`config.mk`:
```
export PLATFORM = sky130hd
export DESIGN_NAME = ea_resolver
export DESIGN_NICKNAME = d
export VERILOG_FILES = /design/src/rtl/ea_resolver_pkg.sv /design/src/rtl/ea_direct_calc.sv /design/src/rtl/ea_ptr_fsm.sv /design/src/rtl/ea_resolver.sv
export SDC_FILE = /design/constraint.sdc
export NUM_CORES = 1
export LEC_CHECK = 0
export ABC_AREA = 1
export CORE_ASPECT_RATIO = 0.7
export CORE_MARGIN = 4
export CORE_UTILIZATION = 45
export DETAILED_ROUTE_END_ITERATION = 10
export PLACE_DENSITY = 0.77
export SLEW_MARGIN = 5
export SYNTH_ARGS = -nofsm -noshare
export SYNTH_HDL_FRONTEND = slang
export SYNTH_SLANG_ARGS = --single-unit
```
`constraint.sdc`:
```
create_clock -name clk -period 3 [get_ports clk]
set_input_delay 0.6 -clock clk [delete_from_list [all_inputs] [get_ports clk]]
set_output_delay 0.6 -clock clk [all_outputs]
set_load 0.01 [all_outputs]
```
`src/rtl/ea_resolver_pkg.sv`:
```
package ea_resolver_pkg;
  typedef enum logic [3:0] {
    AM_ZP      = 4'd0,
    AM_ZPX     = 4'd1,
    AM_ZPY     = 4'd2,
    AM_ABS     = 4'd3,
    AM_ABSX    = 4'd4,
    AM_ABSY    = 4'd5,
    AM_PREIDX  = 4'd6,
    AM_POSTIDX = 4'd7,
    AM_ZPIND   = 4'd8,
    AM_REL     = 4'd9,
    AM_JIND    = 4'd10,
    AM_JIDX    = 4'd11
  } am_e;

  typedef enum logic [1:0] {
    ST_IDLE = 2'd0,
    ST_LO   = 2'd1,
    ST_HI   = 2'd2,
    ST_FIN  = 2'd3
  } seq_e;
endpackage

```
`src/rtl/ea_direct_calc.sv`:
```
module ea_direct_calc
  import ea_resolver_pkg::*;
#(
  parameter int DW = 8,
  localparam int AW = 2 * DW
) (
  input  logic [3:0]    mode_i,
  input  logic [DW-1:0] op_lo_i,
  input  logic [DW-1:0] op_hi_i,
  input  logic [DW-1:0] x_i,
  input  logic [DW-1:0] y_i,
  input  logic [AW-1:0] pc_i,
  output logic          is_ind_o,
  output logic          ptr_zp_o,
  output logic [AW-1:0] ptr0_o,
  output logic [AW-1:0] ptr1_o,
  output logic [DW-1:0] add_o,
  output logic [AW-1:0] ea_o,
  output logic [1:0]    len_o
);
  localparam logic [DW-1:0] ZPAGE = '0;

  logic [DW-1:0] zp_x, zp_y, zp_x1, zp_1;
  logic [AW-1:0] abs_v, abs_x, offs;

  always_comb begin
    zp_x  = op_lo_i + x_i;
    zp_y  = op_lo_i + y_i;
    zp_x1 = zp_x + DW'(1);
    zp_1  = op_lo_i + DW'(1);
    abs_v = {op_hi_i, op_lo_i};
    abs_x = abs_v + {ZPAGE, x_i};
    offs  = {{DW{op_lo_i[DW-1]}}, op_lo_i};
  end

  always_comb begin
    is_ind_o = 1'b0;
    ptr_zp_o = 1'b0;
    ptr0_o   = '0;
    ptr1_o   = '0;
    add_o    = '0;
    ea_o     = {ZPAGE, op_lo_i};
    len_o    = 2'd1;
    case (am_e'(mode_i))
      AM_ZPX:  ea_o = {ZPAGE, zp_x};
      AM_ZPY:  ea_o = {ZPAGE, zp_y};
      AM_ABS: begin
        ea_o  = abs_v;
        len_o = 2'd2;
      end
      AM_ABSX: begin
        ea_o  = abs_x;
        len_o = 2'd2;
      end
      AM_ABSY: begin
        ea_o  = abs_v + {ZPAGE, y_i};
        len_o = 2'd2;
      end
      AM_PREIDX: begin
        is_ind_o = 1'b1;
        ptr_zp_o = 1'b1;
        ptr0_o   = {ZPAGE, zp_x};
        ptr1_o   = {ZPAGE, zp_x1};
      end
      AM_POSTIDX, AM_ZPIND: begin
        is_ind_o = 1'b1;
        ptr_zp_o = 1'b1;
        ptr0_o   = {ZPAGE, op_lo_i};
        ptr1_o   = {ZPAGE, zp_1};
        add_o    = (am_e'(mode_i) == AM_POSTIDX) ? y_i : '0;
      end
      AM_REL:  ea_o = pc_i + AW'(1) + offs;
      AM_JIND: begin
        is_ind_o = 1'b1;
        ptr0_o   = abs_v;
        ptr1_o   = abs_v + AW'(1);
        len_o    = 2'd2;
      end
      AM_JIDX: begin
        is_ind_o = 1'b1;
        ptr0_o   = abs_x;
        ptr1_o   = abs_x + AW'(1);
        len_o    = 2'd2;
      end
      default: ea_o = {ZPAGE, op_lo_i};
    endcase
  end
endmodule

```
`src/rtl/ea_ptr_fsm.sv`:
```
module ea_ptr_fsm
  import ea_resolver_pkg::*;
#(
  parameter int DW = 8,
  localparam int AW = 2 * DW
) (
  input  logic          clk,
  input  logic          rst_n,
  input  logic          start_i,
  input  logic          is_ind_i,
  input  logic          ptr_zp_i,
  input  logic [AW-1:0] ptr0_i,
  input  logic [AW-1:0] ptr1_i,
  input  logic [DW-1:0] add_i,
  input  logic [AW-1:0] ea_d_i,
  input  logic [1:0]    len_d_i,
  output logic          rd_req_o,
  output logic [AW-1:0] rd_addr_o,
  input  logic          rd_valid_i,
  input  logic [DW-1:0] rd_data_i,
  output logic [AW-1:0] ea_o,
  output logic [1:0]    len_o,
  output logic          done_o
);
  seq_e          st_q, st_d;
  logic [AW-1:0] p0_q, p1_q, ea_q, ea_d;
  logic [DW-1:0] add_q, lo_q;
  logic [1:0]    len_q;
  logic          zp_q;
  logic          cap_en, lo_en, ea_en;

  always_comb begin
    st_d   = st_q;
    cap_en = 1'b0;
    lo_en  = 1'b0;
    ea_en  = 1'b0;
    ea_d   = ea_d_i;
    case (st_q)
      ST_IDLE: if (start_i) begin
        cap_en = 1'b1;
        ea_en  = !is_ind_i;
        st_d   = is_ind_i ? ST_LO : ST_FIN;
      end
      ST_LO: if (rd_valid_i) begin
        lo_en = 1'b1;
        st_d  = ST_HI;
      end
      ST_HI: if (rd_valid_i) begin
        ea_en = 1'b1;
        ea_d  = {rd_data_i, lo_q} + {{DW{1'b0}}, add_q};
        st_d  = ST_FIN;
      end
      default: st_d = ST_IDLE;
    endcase
  end

  always_ff @(posedge clk or negedge rst_n) begin
    if (!rst_n) st_q <= ST_IDLE;
    else        st_q <= st_d;
  end

  always_ff @(posedge clk) begin
    if (cap_en) begin
      p0_q  <= ptr0_i;
      p1_q  <= ptr1_i;
      add_q <= add_i;
      zp_q  <= ptr_zp_i;
      len_q <= len_d_i;
    end
    if (lo_en) lo_q <= rd_data_i;
    if (ea_en) ea_q <= ea_d;
  end

  assign rd_req_o  = (st_q == ST_LO) || (st_q == ST_HI);
  assign rd_addr_o = (st_q == ST_HI) ? p1_q : p0_q;
  assign done_o    = (st_q == ST_FIN);
  assign ea_o      = ea_q;
  assign len_o     = len_q;

  a_r9_hold_until_accept: assert property (@(posedge clk) disable iff (!rst_n)
    rd_req_o && !rd_valid_i |=> rd_req_o && $stable(rd_addr_o));
  a_r10_done_single: assert property (@(posedge clk) disable iff (!rst_n)
    done_o |=> !done_o);
  a_r10_done_after_last: assert property (@(posedge clk) disable iff (!rst_n)
    done_o && $past(rd_req_o) |-> $past(rd_valid_i));
  a_r4_ptr_in_page_zero: assert property (@(posedge clk) disable iff (!rst_n)
    rd_req_o && zp_q |-> rd_addr_o[AW-1:DW] == '0);
  a_r3_len_legal: assert property (@(posedge clk) disable iff (!rst_n)
    done_o |-> (len_o == 2'd1 || len_o == 2'd2));
  a_r11_no_req_with_done: assert property (@(posedge clk) disable iff (!rst_n)
    done_o |-> !rd_req_o);
endmodule

```
`src/rtl/ea_resolver.sv`:
```
module ea_resolver #(
  parameter int DW = 8,
  localparam int AW = 2 * DW
) (
  input  logic          clk,
  input  logic          rst_n,
  input  logic          start,
  input  logic [3:0]    mode,
  input  logic [DW-1:0] opnd_lo,
  input  logic [DW-1:0] opnd_hi,
  input  logic [DW-1:0] idx_x,
  input  logic [DW-1:0] idx_y,
  input  logic [AW-1:0] pc,
  output logic          rd_req,
  output logic [AW-1:0] rd_addr,
  input  logic          rd_valid,
  input  logic [DW-1:0] rd_data,
  output logic [AW-1:0] ea,
  output logic [1:0]    op_len,
  output logic          done
);
  logic          is_ind, ptr_zp;
  logic [AW-1:0] ptr0, ptr1, ea_d;
  logic [DW-1:0] add_v;
  logic [1:0]    len_d;

  ea_direct_calc #(.DW(DW)) calc_i (
    .mode_i(mode), .op_lo_i(opnd_lo), .op_hi_i(opnd_hi),
    .x_i(idx_x), .y_i(idx_y), .pc_i(pc),
    .is_ind_o(is_ind), .ptr_zp_o(ptr_zp), .ptr0_o(ptr0), .ptr1_o(ptr1),
    .add_o(add_v), .ea_o(ea_d), .len_o(len_d)
  );

  ea_ptr_fsm #(.DW(DW)) seq_i (
    .clk(clk), .rst_n(rst_n), .start_i(start),
    .is_ind_i(is_ind), .ptr_zp_i(ptr_zp), .ptr0_i(ptr0), .ptr1_i(ptr1),
    .add_i(add_v), .ea_d_i(ea_d), .len_d_i(len_d),
    .rd_req_o(rd_req), .rd_addr_o(rd_addr), .rd_valid_i(rd_valid),
    .rd_data_i(rd_data), .ea_o(ea), .len_o(op_len), .done_o(done)
  );

  a_r12_quiet_after_reset: assert property (@(posedge clk) disable iff (!rst_n)
    $rose(rd_req) |-> $past(start));
endmodule

```
==> implementation parameters, run 1 <==
Parameter                              Value

Run status
  Result of the run ... completed

Critical path
  Worst endpoint required time ... 3.08 ns
  Setup slack of the worst register-to-register path ... approximately 0.48 ns
  Cell chain of the critical path ... clkdlybuf4s50_1 -> buf_4 -> ha_1 -> a21o_1 -> nand2_1 -> nand2_1 -> inv_1 -> nor2_1 -> nor3_1 -> nand3b_1 -> nand3_1 -> nand2_1 -> o21ai_0 -> nand2_1
  Endpoint of the worst register-to-register path ... seq_i.ea_o[12]
  Critical path peak fanout ... 14
  Setup CP Type ... in2reg
  Type of element capturing the critical path ... flop
  Crit-path leading delay family ... buffers and inverters
  Count of cells along the worst register-to-register path ... 13
  Start of the worst register-to-register path ... seq_i.lo_q[0]
  Launch point of the critical path ... opnd_lo[7]
  Critical Path Source Type ... input port
  Number of buffer and inverter stages on the critical path ... 3
  Critical Path Slowest Stage Cell ... clkdlybuf4s50_1
  Arrival time at the worst endpoint ... 3.01 ns
  Delay contributed by the slowest stage of the critical path ... 0.53 ns
  Cell seen most often among critical-path stages ... nand2_1
  Capturing element of the worst setup path ... seq_i.ea_o[15]
  Total stage count of the critical path ... 14

Floorplanning
  Row count ... 36
  Starting Density ... 0.467
  Floorplan core area ... 0.0142 mm2
  Floorplan die height ... 110 um
  Area of the die ... between 0.015 and 0.02 mm2
  I/O pins ... 100
  Width of the die ... ~150 um

Power and ir drop
  Power density over the cells ... 508 mW/mm2
  Leakage Power ... 4.52 nW
  Reg power frac ... 0.299
  Cell-internal power ... 3.01 mW
  Switching power ... 1.79 mW
  Fraction of power spent switching nets ... 0.373
  Logic gate share of total power ... 0.499
  Max IR drop VDD ... 0.235 mV
  Final Total Pwr ... 4.79 mW
  Clock group share of total power ... 0.202

Final layout
  Most frequent standard cell in the layout excluding fill and tap cells ... nand2_1
  Area of all placed cells without fillers ... 0.00943 mm2
  Post-route core utilization ... 0.665
  Most used cells in the layout excluding fill and tap cells ... 277 x nand2_1, 152 x buf_4, 132 x inv_1
  Final Instance Count excl. Fillers ... 1414
  Number of nets in the finished design ... around 1300
  Antenna Cells ... 0
  Fraction of layout instances using a drive strength above 1 ... 0.190
  Number of fillers in the final layout ... 1229
  Syn-to-layout area delta ... 42.3%

CTS
  Clock transition at the registers of the reported paths ... 0.06 ns
  CTS root buffer ... clkbuf_16
  Clk sinks ... between 60 and 70
  CTS tree ... done
  Insertion delay of the later-clocked pin in the worst-skew pair ... 0.34 ns
  Max Buffers Root-to-Sink ... 2
  H-tree depth reported by CTS ... 3
  Number of CTS-inserted buffers ... 9

Route
  Routed vias/inst ... 5.37
  Number of remaining DRC errors ... 0
  Drt pass-1 iters ... 5
  Total vias in the final route ... 7596
  Iteration-0 DRC count of the detailed router ... ~800
  Wire length after detailed routing ... 22.7 mm
  DRT antenna net count ... 0
  Routed wire length per instance ... roughly 16 um

STA
  Setup TNS after final layout ... 0 ns
  Period minus WS final ... 2.92 ns
  Slew Limit Fails ... 0
  Largest clock skew in the final design ... 0.00296 ns
  Final Hold Violating Endpoints ... 0
  Pin slew with the least headroom to its limit ... 0.587 ns
  Ratio of final minimum period to clock period ... 0.975
  Slew HR ... 0.607
  Setup violations, final ... 0
  Peak clock frequency supported by timing ... roughly 340 MHz

Synth
  Number of library cell types mapped by synthesis ... 49
  Syn Area/Cell ... 6.85 um2
  EDFF count, synth ... 66
  Count of state elements after synthesis ... 68
  Net count of the mapped netlist ... approximately 1100
  Top cells by area, synth ... edfxtp_1 30%, nand2_1 16%, ha_1 8.5%
  Summed instance area of the synthesized netlist ... 0.00663 mm2
  Synthesis warning total ... 0
  Share of synthesized area occupied by flip-flops and latches ... 0.307
  Synth area leader ... edfxtp_1
  Share of the synthesized area in the top cell type ... 0.299
  Async SR Flop Fraction ... 0.0294
  Number of cells produced by synthesis ... 967
  Synth Flop Type ... edfxtp_1

Global route
  Global-route wire length before repair ... 35.6 mm
  Number of global-route vias before repair ... approximately 7000
  Pin count of the biggest net entering global routing ... 35
  All-Layer GR Usage ... 0.268
  Number of antenna violations at the first check in global routing ... 0
  Overflow after GRT ... 0

Place
  IO Port Bufs ... 99
  Last weighted congestion value of the routability-driven placer ... between 0.9 and 1
  Placed cells ... 1394
  Cell area after placement ... 0.00894 mm2
  Detailed placement HPWL ... 18.3 mm

Min path
  Class of the tightest hold or removal check ... in2async

Flow run
  Max-cap viol count ... 0
==> state kept, by name, indices dropped and copies added (netlist names) <==
name,flops
seq_i.ea_o,16
seq_i.p0_q,16
seq_i.p1_q,16
seq_i.add_q,8
seq_i.lo_q,8
seq_i.len_o,2
seq_i.st_q,2
==> power groups by stage <==
| stage | Combinational [mW] | Clock (mW) | Sequential (mW) |
|---|---|---|---|
| after floorplan | 1.14 | 0 | 1.47 |
| after global placement | 2.27 | 0 | 1.44 |
| after detailed placement | 2.32 | 0 | 1.45 |
| after CTS | 2.35 | 0.974 | 1.43 |
| after global routing | 2.61 | 1.01 | 1.45 |
| final | 2.39 | 0.970 | 1.43 |
==> synthesized netlist by cell type, drive strengths merged, types with 2 or more instances <==
library cell,instances
a21o,2
a21oi,42
a31oi,5
buf,6
clkbuf,7
dfrtp,2
edfxtp,66
fa,4
ha,45
inv,139
nand2,292
nand3,87
nand3b,5
nand4,12
nor2,92
nor3,11
o2111ai,2
o211ai,3
o21a,2
o21ai,95
o21bai,6
o221ai,5
o22ai,9
or2,3
xnor2,5
xor2,11
==> through the flow <==
stage	worst slack, ns	hold slack (ns)
after floorplan	0.0247	0.304
after global placement	-0.433	0.625
after detailed placement	-0.539	0.638
after CTS	-0.00847	0.420
after global routing	-0.0141	0.433
final	0.0754	0.423
==> final cells by class <==
cell class	instances	area, um2	area share
clock buffers	13	250	0.0265
clock inverters	3	15.0	0.00159
inverters	140	526	0.0557
multi-input cells	746	4170	0.442
flip-flops and latches	68	2030	0.215
well taps	190	238	0.0252
repair buffers	254	2200	0.233
==> how the worst min path moves through the flow <==
stage | startpoint | end | slack, ns | cells after the start
CTS | rst_n | seq_i.st_q[1] | 0.42 | 1
global route | rst_n | seq_i.st_q[1] | 0.43 | 1
detailed placement | seq_i.st_q[0] | seq_i.st_q[0] | 0.64 | 2
finish | rst_n | seq_i.st_q[0] | 0.42 | 1
global placement | seq_i.st_q[1] | seq_i.st_q[1] | 0.62 | 2
floorplan | rst_n | seq_i.st_q[0] | 0.30 | 0
==> kinds of logic after synthesis <==
| group | Yosys count | share of synthesized area |
|---|---|---|
| AO/OA/AOI/OAI | 177 | 0.151 |
| adder cells (fa/ha/maj) | 49 | 0.0971 |
| buffers and inverters | 153 | 0.0899 |
| XOR/XNOR | 16 | 0.0211 |
| AND/OR/NAND/NOR | 504 | 0.334 |
| flip-flops | 68 | 0.307 |
==> metal layers <==
| layer | vias up | part of all wire | global-route usage |
|---|---|---|---|
| met3 | 34 | 0.092 | 0.0496 |
| met1 | 3464 | 0.47 | 0.390 |
| met4 | 0 | 0.018 | 0.0687 |
| met2 | 360 | 0.43 | 0.413 |
| met5 | - | 0 | 0 |
| li1 | 3738 | - | - |
==> what timing repair did <==
item                                    4_1_cts  5_1_grt
hold endpoints to repair                      0        0
hold buffers                                  0        0
pin swaps                                     6        9
setup buffers                                 2        2
resized for setup                            18       31
cloned                                        0        0
endpoints found under the setup margin       15       19
(Power assumes the default switching activity.)
==> run 2, diff against run 1 <==
- DONT_BUFFER_PORTS: not set -> 1
- PLACE_DENSITY: 0.77 -> not set
- SLEW_MARGIN: 5 -> 0
==> implementation parameters, run 2 (synthesized netlist as in run 1, its figures left out) <==
Parameter                              Value

Critical path
  Arrival time at the worst endpoint ... 2.77 ns (was 3.01 ns)
  Critical Path Slowest Stage Cell ... fa_1 (was clkdlybuf4s50_1)
  Worst endpoint required time ... 3.10 ns (was 3.08 ns)
  Critical path peak fanout ... 4 (was 14)
  Setup CP Type ... in2reg (unchanged)
  Cell chain of the critical path ... ha_1 -> fa_1 -> nand2_1 -> o21ai_0 -> ha_1 -> a21boi_1 -> nand3_2 -> nor2_2 -> nand3_2 -> nor2_4 -> nand2_1 -> o21ai_1 -> nor2_1 (was clkdlybuf4s50_1 -> buf_4 -> ha_1 -> a21o_1 -> nand2_1 -> nand2_1 -> inv_1 -> nor2_1 -> nor3_1 -> nand3b_1 -> nand3_1 -> nand2_1 -> o21ai_0 -> nand2_1)
  Count of cells along the worst register-to-register path ... 13 (unchanged)
  Critical Path Source Type ... input port (unchanged)
  Delay contributed by the slowest stage of the critical path ... 0.50 ns (was 0.53 ns)
  Type of element capturing the critical path ... flop (unchanged)

STA
  Period minus WS final ... 2.67 ns (was 2.92 ns)
  Setup TNS after final layout ... 0 ns (unchanged)
  Largest clock skew in the final design ... 0.00718 ns (was 0.00296 ns)
  Final Hold Violating Endpoints ... 0 (unchanged)
  Hold_ws ... 0.348 ns (was 0.423 ns)
  Pin slew with the least headroom to its limit ... 0.709 ns (was 0.587 ns)
  Ratio of final minimum period to clock period ... 0.891 (was 0.975)
  Slew HR ... 0.527 (was 0.607)
  Peak clock frequency supported by timing ... 374 MHz (was 342 MHz)
  Slew Limit Fails ... 0 (unchanged)
  Setup violations, final ... 0 (unchanged)
  RSZ-0062 raised after global routing ... no

Power and ir drop
  Clock group share of total power ... 0.251 (was 0.202)
  Power density over the cells ... 557 mW/mm2 (was 508 mW/mm2)
  Reg power frac ... 0.367 (was 0.299)
  Max IR drop VDD ... 0.279 mV (was 0.235 mV)
  Leakage Power ... 3.41 nW (was 4.52 nW)
  Logic gate share of total power ... 0.382 (was 0.499)
  Final Total Pwr ... 4.03 mW (was 4.79 mW)
  Fraction of power spent switching nets ... 0.388 (was 0.373)
  Cell-internal power ... 2.46 mW (was 3.01 mW)
  Switching power ... 1.56 mW (was 1.79 mW)

Global route
  Number of antenna violations at the first check in global routing ... 0 (unchanged)
  Pin count of the biggest net entering global routing ... 35 (unchanged)
  Overflow after GRT ... 0 (unchanged)
  All-Layer GR Usage ... 0.246 (was 0.268)
  Number of global-route vias before repair ... 5726 (was 6963)
  Global-route wire length before repair ... 31.8 mm (was 35.6 mm)

Min path
  Hold path depth ... 0
  Class of the tightest hold or removal check ... in2reg (was in2async)

Route
  DRT antenna net count ... 0 (unchanged)
  Number of remaining DRC errors ... 0 (unchanged)
  Wire length after detailed routing ... 20.3 mm (was 22.7 mm)
  Drt pass-1 iters ... 7 (was 5)
  Routed vias/inst ... 5.46 (was 5.37)
  Total vias in the final route ... 6436 (was 7596)
  Routed wire length per instance ... 17.2 um (was 16.1 um)
  Iteration-0 DRC count of the detailed router ... 632 (was 795)

Floorplanning
  Width of the die ... 153 um (unchanged)
  Floorplan core area ... 0.0142 mm2 (unchanged)
  Area of the die ... 0.0168 mm2 (unchanged)
  Floorplan die height ... 110 um (unchanged)
  Starting Density ... 0.467 (unchanged)
  I/O pins ... 100 (unchanged)
  Row count ... 36 (unchanged)

CTS
  H-tree depth reported by CTS ... 3 (unchanged)
  CTS root buffer ... clkbuf_16 (unchanged)
  Post-CTS setup buffer count ... 0 (was 2)
  Hold-fix buffer count after cts ... 1 (was 0)
  Clk sinks ... 68 (unchanged)
  CTS tree ... done (unchanged)
  Insertion delay of the later-clocked pin in the worst-skew pair ... 0.35 ns (was 0.34 ns)
  Clock transition at the registers of the reported paths ... 0.05 ns (was 0.06 ns)
  Number of CTS-inserted buffers ... 9 (unchanged)
  Max Buffers Root-to-Sink ... 2 (unchanged)
  PostCTS Resize Cnt ... 0 (was 18)

Flow run
  Max-cap viol count ... 0 (unchanged)

Place
  Detailed placement HPWL ... 16.7 mm (was 18.3 mm)
  Last weighted congestion value of the routability-driven placer ... 0.948 (was 0.985)
  IO Port Bufs ... 0 (was 99)

Final layout
  Area taken by multi-input logic gates ... 0.00400 mm2 (was 0.00417 mm2)
  Fraction of layout instances using a drive strength above 1 ... 0.0667 (was 0.190)
  Antenna Cells ... 0 (unchanged)
  Most frequent standard cell in the layout excluding fill and tap cells ... nand2_1 (unchanged)
  Post-route core utilization ... 0.510 (was 0.665)
  Area of all sequential standard cells ... 0.00203 mm2 (unchanged)
  Syn-to-layout area delta ... 9.16% (was 42.3%)
  Number of fillers in the final layout ... 1488 (was 1229)
  Most used cells in the layout excluding fill and tap cells ... 285 x nand2_1, 132 x inv_1, 82 x nor2_1, 82 x nand3_1, 80 x o21ai_0 (was 277 x nand2_1, 152 x buf_4, 132 x inv_1)
  Number of nets in the finished design ... 1098 (was 1332)

Run status
  Result of the run ... completed (unchanged)
==> run 2: changes by cell type in the layout (fill, tap and decap cells not counted), moves of 6 or more <==
| cell | delta |
|---|---|
| nand2_1 | +8 |
| dlymetal6s2s_1 | -6 |
| clkdlybuf4s50_1 | -92 |
| buf_4 | -134 |
| nand2_2 | -8 |
| ha_1 | +6 |
==> run 2: metrics by stage <==
step           instance area [um2]  instances  setup WS, ns
3_5_place_dp                  6950       1163       -0.0251
4_1_cts                       7230       1179         0.323
2_1_floorplan                 6630        967        0.0247
5_1_grt                       7230       1179         0.125
3_3_place_gp                  6950       1163        0.0253
6_report                      7230       1179         0.328
==> run 2: final timing paths <==
path	from	endpoint	slack, ns
max	opnd_lo[0]	seq_i.p1_q[12]	0.33
min	rd_data[2]	seq_i.lo_q[2]	0.35
max reg2reg	seq_i.add_q[0]	seq_i.ea_o[12]	0.43
min reg2reg	seq_i.st_q[0]	seq_i.st_q[0]	0.64
max in group asynchronous	rst_n	seq_i.st_q[0]	2.39
min in group asynchronous	rst_n	seq_i.st_q[1]	0.48
==> run 2: layout make-up <==
type                       instances  area share
multi-input combinational        746       0.553
sequential                        68       0.281
clock inverter                     4     0.00571
clock buffer                      11      0.0322
inverter                         140      0.0727
tap                              190      0.0329
timing repair buffer              20      0.0228
==> run 2: layer usage <==
layer  up-vias  GRT usage  share of wire
met2       278      0.329           0.38
met5         -          0              0
met4         0     0.0661          0.014
li1       3273          -              -
met1      2866      0.387           0.52
met3        19     0.0586          0.095
==> run 2: worst max-delay path: cells and delay by family <==
| family | cells | cell delay [ns] |
|---|---|---|
| simple gates | 7 | 0.78 |
| compound gates | 3 | 0.48 |
| fa+ha+maj | 3 | 0.92 |
==> run 2: power groups by stage <==
stage / clock network [mW] / registers, mW / logic (mW)
floorplan: 0 / 1.47 / 1.14
global placement: 0 / 1.50 / 1.52
CTS: 1.04 / 1.48 / 1.54
finish: 1.01 / 1.48 / 1.54
detailed placement: 0 / 1.50 / 1.53
global route: 1.09 / 1.50 / 1.75
==> run 3, diff against run 2 <==
- CORE_UTILIZATION: 45 -> 25
- SLEW_MARGIN: 0 -> 20
==> implementation parameters, run 3 (synthesized netlist as in run 1, its figures left out) <==
Parameter                              Value

Run status
  Result of the run ... completed (unchanged)

Final layout
  Number of nets in the finished design ... 1094 (was 1098)
  Most frequent standard cell in the layout excluding fill and tap cells ... nand2_1 (unchanged)
  Post-route core utilization ... 0.287 (was 0.510)
  Syn-to-layout area delta ... 12.0% (was 9.16%)
  Final Instance Count excl. Fillers ... 1344 (was 1179)
  Area of all placed cells without fillers ... 0.00742 mm2 (was 0.00723 mm2)
  Fraction of layout instances using a drive strength above 1 ... 0.0649 (was 0.0667)
  Most used cells in the layout excluding fill and tap cells ... 285 x nand2_1, 132 x inv_1, 82 x nor2_1, 82 x nand3_1, 80 x o21ai_0 (unchanged)

CTS
  CTS tree ... done (unchanged)
  Clock transition at the registers of the reported paths ... 0.06 ns (was 0.05 ns)
  Max Buffers Root-to-Sink ... 2 (unchanged)
  Number of CTS-inserted buffers ... 9 (unchanged)
  H-tree depth reported by CTS ... 3 (unchanged)
  Clk sinks ... 68 (unchanged)
  Insertion delay of the later-clocked pin in the worst-skew pair ... 0.35 ns (about the same)
  PostCTS Resize Cnt ... 0 (unchanged)
  Post-CTS setup buffer count ... 0 (unchanged)
  CTS root buffer ... clkbuf_16 (unchanged)
  Hold-fix buffer count after cts ... 1 (unchanged)

Power and ir drop
  Leakage Power ... 3.40 nW (was 3.41 nW)
  Fraction of power spent switching nets ... 0.402 (was 0.388)
  Final Total Pwr ... 4.13 mW (was 4.03 mW)
  Power density over the cells ... 557 mW/mm2 (about the same)
  Max IR drop VDD ... 0.274 mV (was 0.279 mV)
  Logic gate share of total power ... 0.391 (was 0.382)
  Cell-internal power ... 2.47 mW (was 2.46 mW)
  Reg power frac ... 0.357 (was 0.367)
  Switching power ... 1.66 mW (was 1.56 mW)
  Clock group share of total power ... 0.251 (about the same)

Global route
  Overflow after GRT ... 0 (unchanged)
  Number of global-route vias before repair ... 5960 (was 5726)
  Global-route wire length before repair ... 35.3 mm (was 31.8 mm)
  All-Layer GR Usage ... 0.157 (was 0.246)
  Number of antenna violations at the first check in global routing ... 0 (unchanged)
  Pin count of the biggest net entering global routing ... 35 (unchanged)

STA
  Peak clock frequency supported by timing ... 375 MHz (was 374 MHz)
  Ratio of final minimum period to clock period ... 0.889 (was 0.891)
  Final Hold Violating Endpoints ... 0 (unchanged)
  Largest clock skew in the final design ... 0.00674 ns (was 0.00718 ns)
  Setup violations, final ... 0 (unchanged)
  Slew HR ... 0.506 (was 0.527)
  Slew Limit Fails ... 0 (unchanged)
  Worst Setup Slack, final ... 0.334 ns (was 0.328 ns)
  Hold_ws ... 0.346 ns (was 0.348 ns)
  Pin slew with the least headroom to its limit ... 0.741 ns (was 0.709 ns)
  Setup TNS after final layout ... 0 ns (unchanged)
  RSZ-0062 raised after global routing ... no (unchanged)
  Period minus WS final ... 2.67 ns (about the same)

Route
  Total vias in the final route ... 6523 (was 6436)
  Wire length after detailed routing ... 23.1 mm (was 20.3 mm)
  Routed vias/inst ... 4.85 (was 5.46)
  Iteration-0 DRC count of the detailed router ... 688 (was 632)
  Routed wire length per instance ... 17.2 um (about the same)
  Number of remaining DRC errors ... 0 (unchanged)
  Drt pass-1 iters ... 5 (was 7)
  DRT antenna net count ... 0 (unchanged)

Floorplanning
  I/O pins ... 100 (unchanged)
  Floorplan die height ... 144 um (was 110 um)
  Area of the die ... 0.0292 mm2 (was 0.0168 mm2)
  Width of the die ... 203 um (was 153 um)
  Floorplan core area ... 0.0259 mm2 (was 0.0142 mm2)
  Starting Density ... 0.256 (was 0.467)
  Row count ... 49 (was 36)

Place
  Post-place setup slack ... -0.00448 ns (was -0.0251 ns)
  Detailed placement HPWL ... 19.1 mm (was 16.7 mm)
  IO Port Bufs ... 0 (unchanged)
  Placed cells ... 1326 (was 1163)
  Cell area after placement ... 0.00713 mm2 (was 0.00695 mm2)
  Last weighted congestion value of the routability-driven placer ... 0.941 (was 0.948)

Min path
  Class of the tightest hold or removal check ... in2reg (unchanged)

Flow run
  Max-cap viol count ... 0 (unchanged)

Critical path
  Worst endpoint required time ... 3.10 ns (about the same)
  Critical Path Source Type ... input port (unchanged)
  Type of element capturing the critical path ... flop (unchanged)
  Setup CP Type ... in2reg (unchanged)
  Arrival time at the worst endpoint ... 2.77 ns (about the same)
  Critical path peak fanout ... 4 (unchanged)
-- run 3: worst max-delay path: stages --
cell and delay, ns:
ha_1 0.22, fa_1 0.51, nand2_1 0.05, o21ai_0 0.11, ha_1 0.20, a21boi_1 0.25, nand3_2 0.14, nor2_2 0.16
nand3_2 0.13, nor2_4 0.15, nand2_1 0.08, o21ai_1 0.12, nor2_1 0.04
-- run 3: layout make-up --
| class | count | area (um2) |
|---|---|---|
| repair buffers | 16 | 135 |
| flip-flops and latches | 68 | 2030 |
| fillers | 2889 | 18500 |
| inverters | 140 | 526 |
| diodes | 1 | 2.50 |
| multi-input cells | 746 | 4000 |
| well taps | 357 | 447 |
| clock inverters | 3 | 40.0 |
| clock buffers | 13 | 240 |
-- run 3: power by group through the flow --
stage                     Combinational (mW)  Clock [mW]  Sequential, mW
after floorplan                         1.14           0            1.47
after global placement                  1.59           0            1.50
after detailed placement                1.61           0            1.50
after CTS                               1.62        1.07            1.48
after global routing                    1.83        1.11            1.50
final                                   1.62        1.04            1.48
-- run 3: worst paths after layout --
kind / from / end / slack (ns) / cells after the start
hold reg to reg: seq_i.st_q[1] / seq_i.st_q[1] / 0.64 / 2
min in group asynchronous: rst_n / seq_i.st_q[0] / 0.49 / 1
hold / removal: rd_data[5] / seq_i.lo_q[5] / 0.35 / 0
max in group asynchronous: rst_n / seq_i.st_q[1] / 2.38 / 1
setup / recovery: opnd_lo[0] / seq_i.p1_q[12] / 0.33 / 13
setup reg to reg: seq_i.lo_q[0] / seq_i.ea_o[14] / 0.42 / 13
-- run 3: routing by layer --
layer | vias to the layer above | part of all wire | wire [um] | GRT usage
met2 | 244 | 0.38 | 8810 | 0.212
met5 | - | 0 | 0 | 0
met1 | 2989 | 0.50 | 11500 | 0.241
li1 | 3266 | - | - | -
met4 | 0 | 0.013 | 301 | 0.0357
met3 | 24 | 0.11 | 2450 | 0.0477
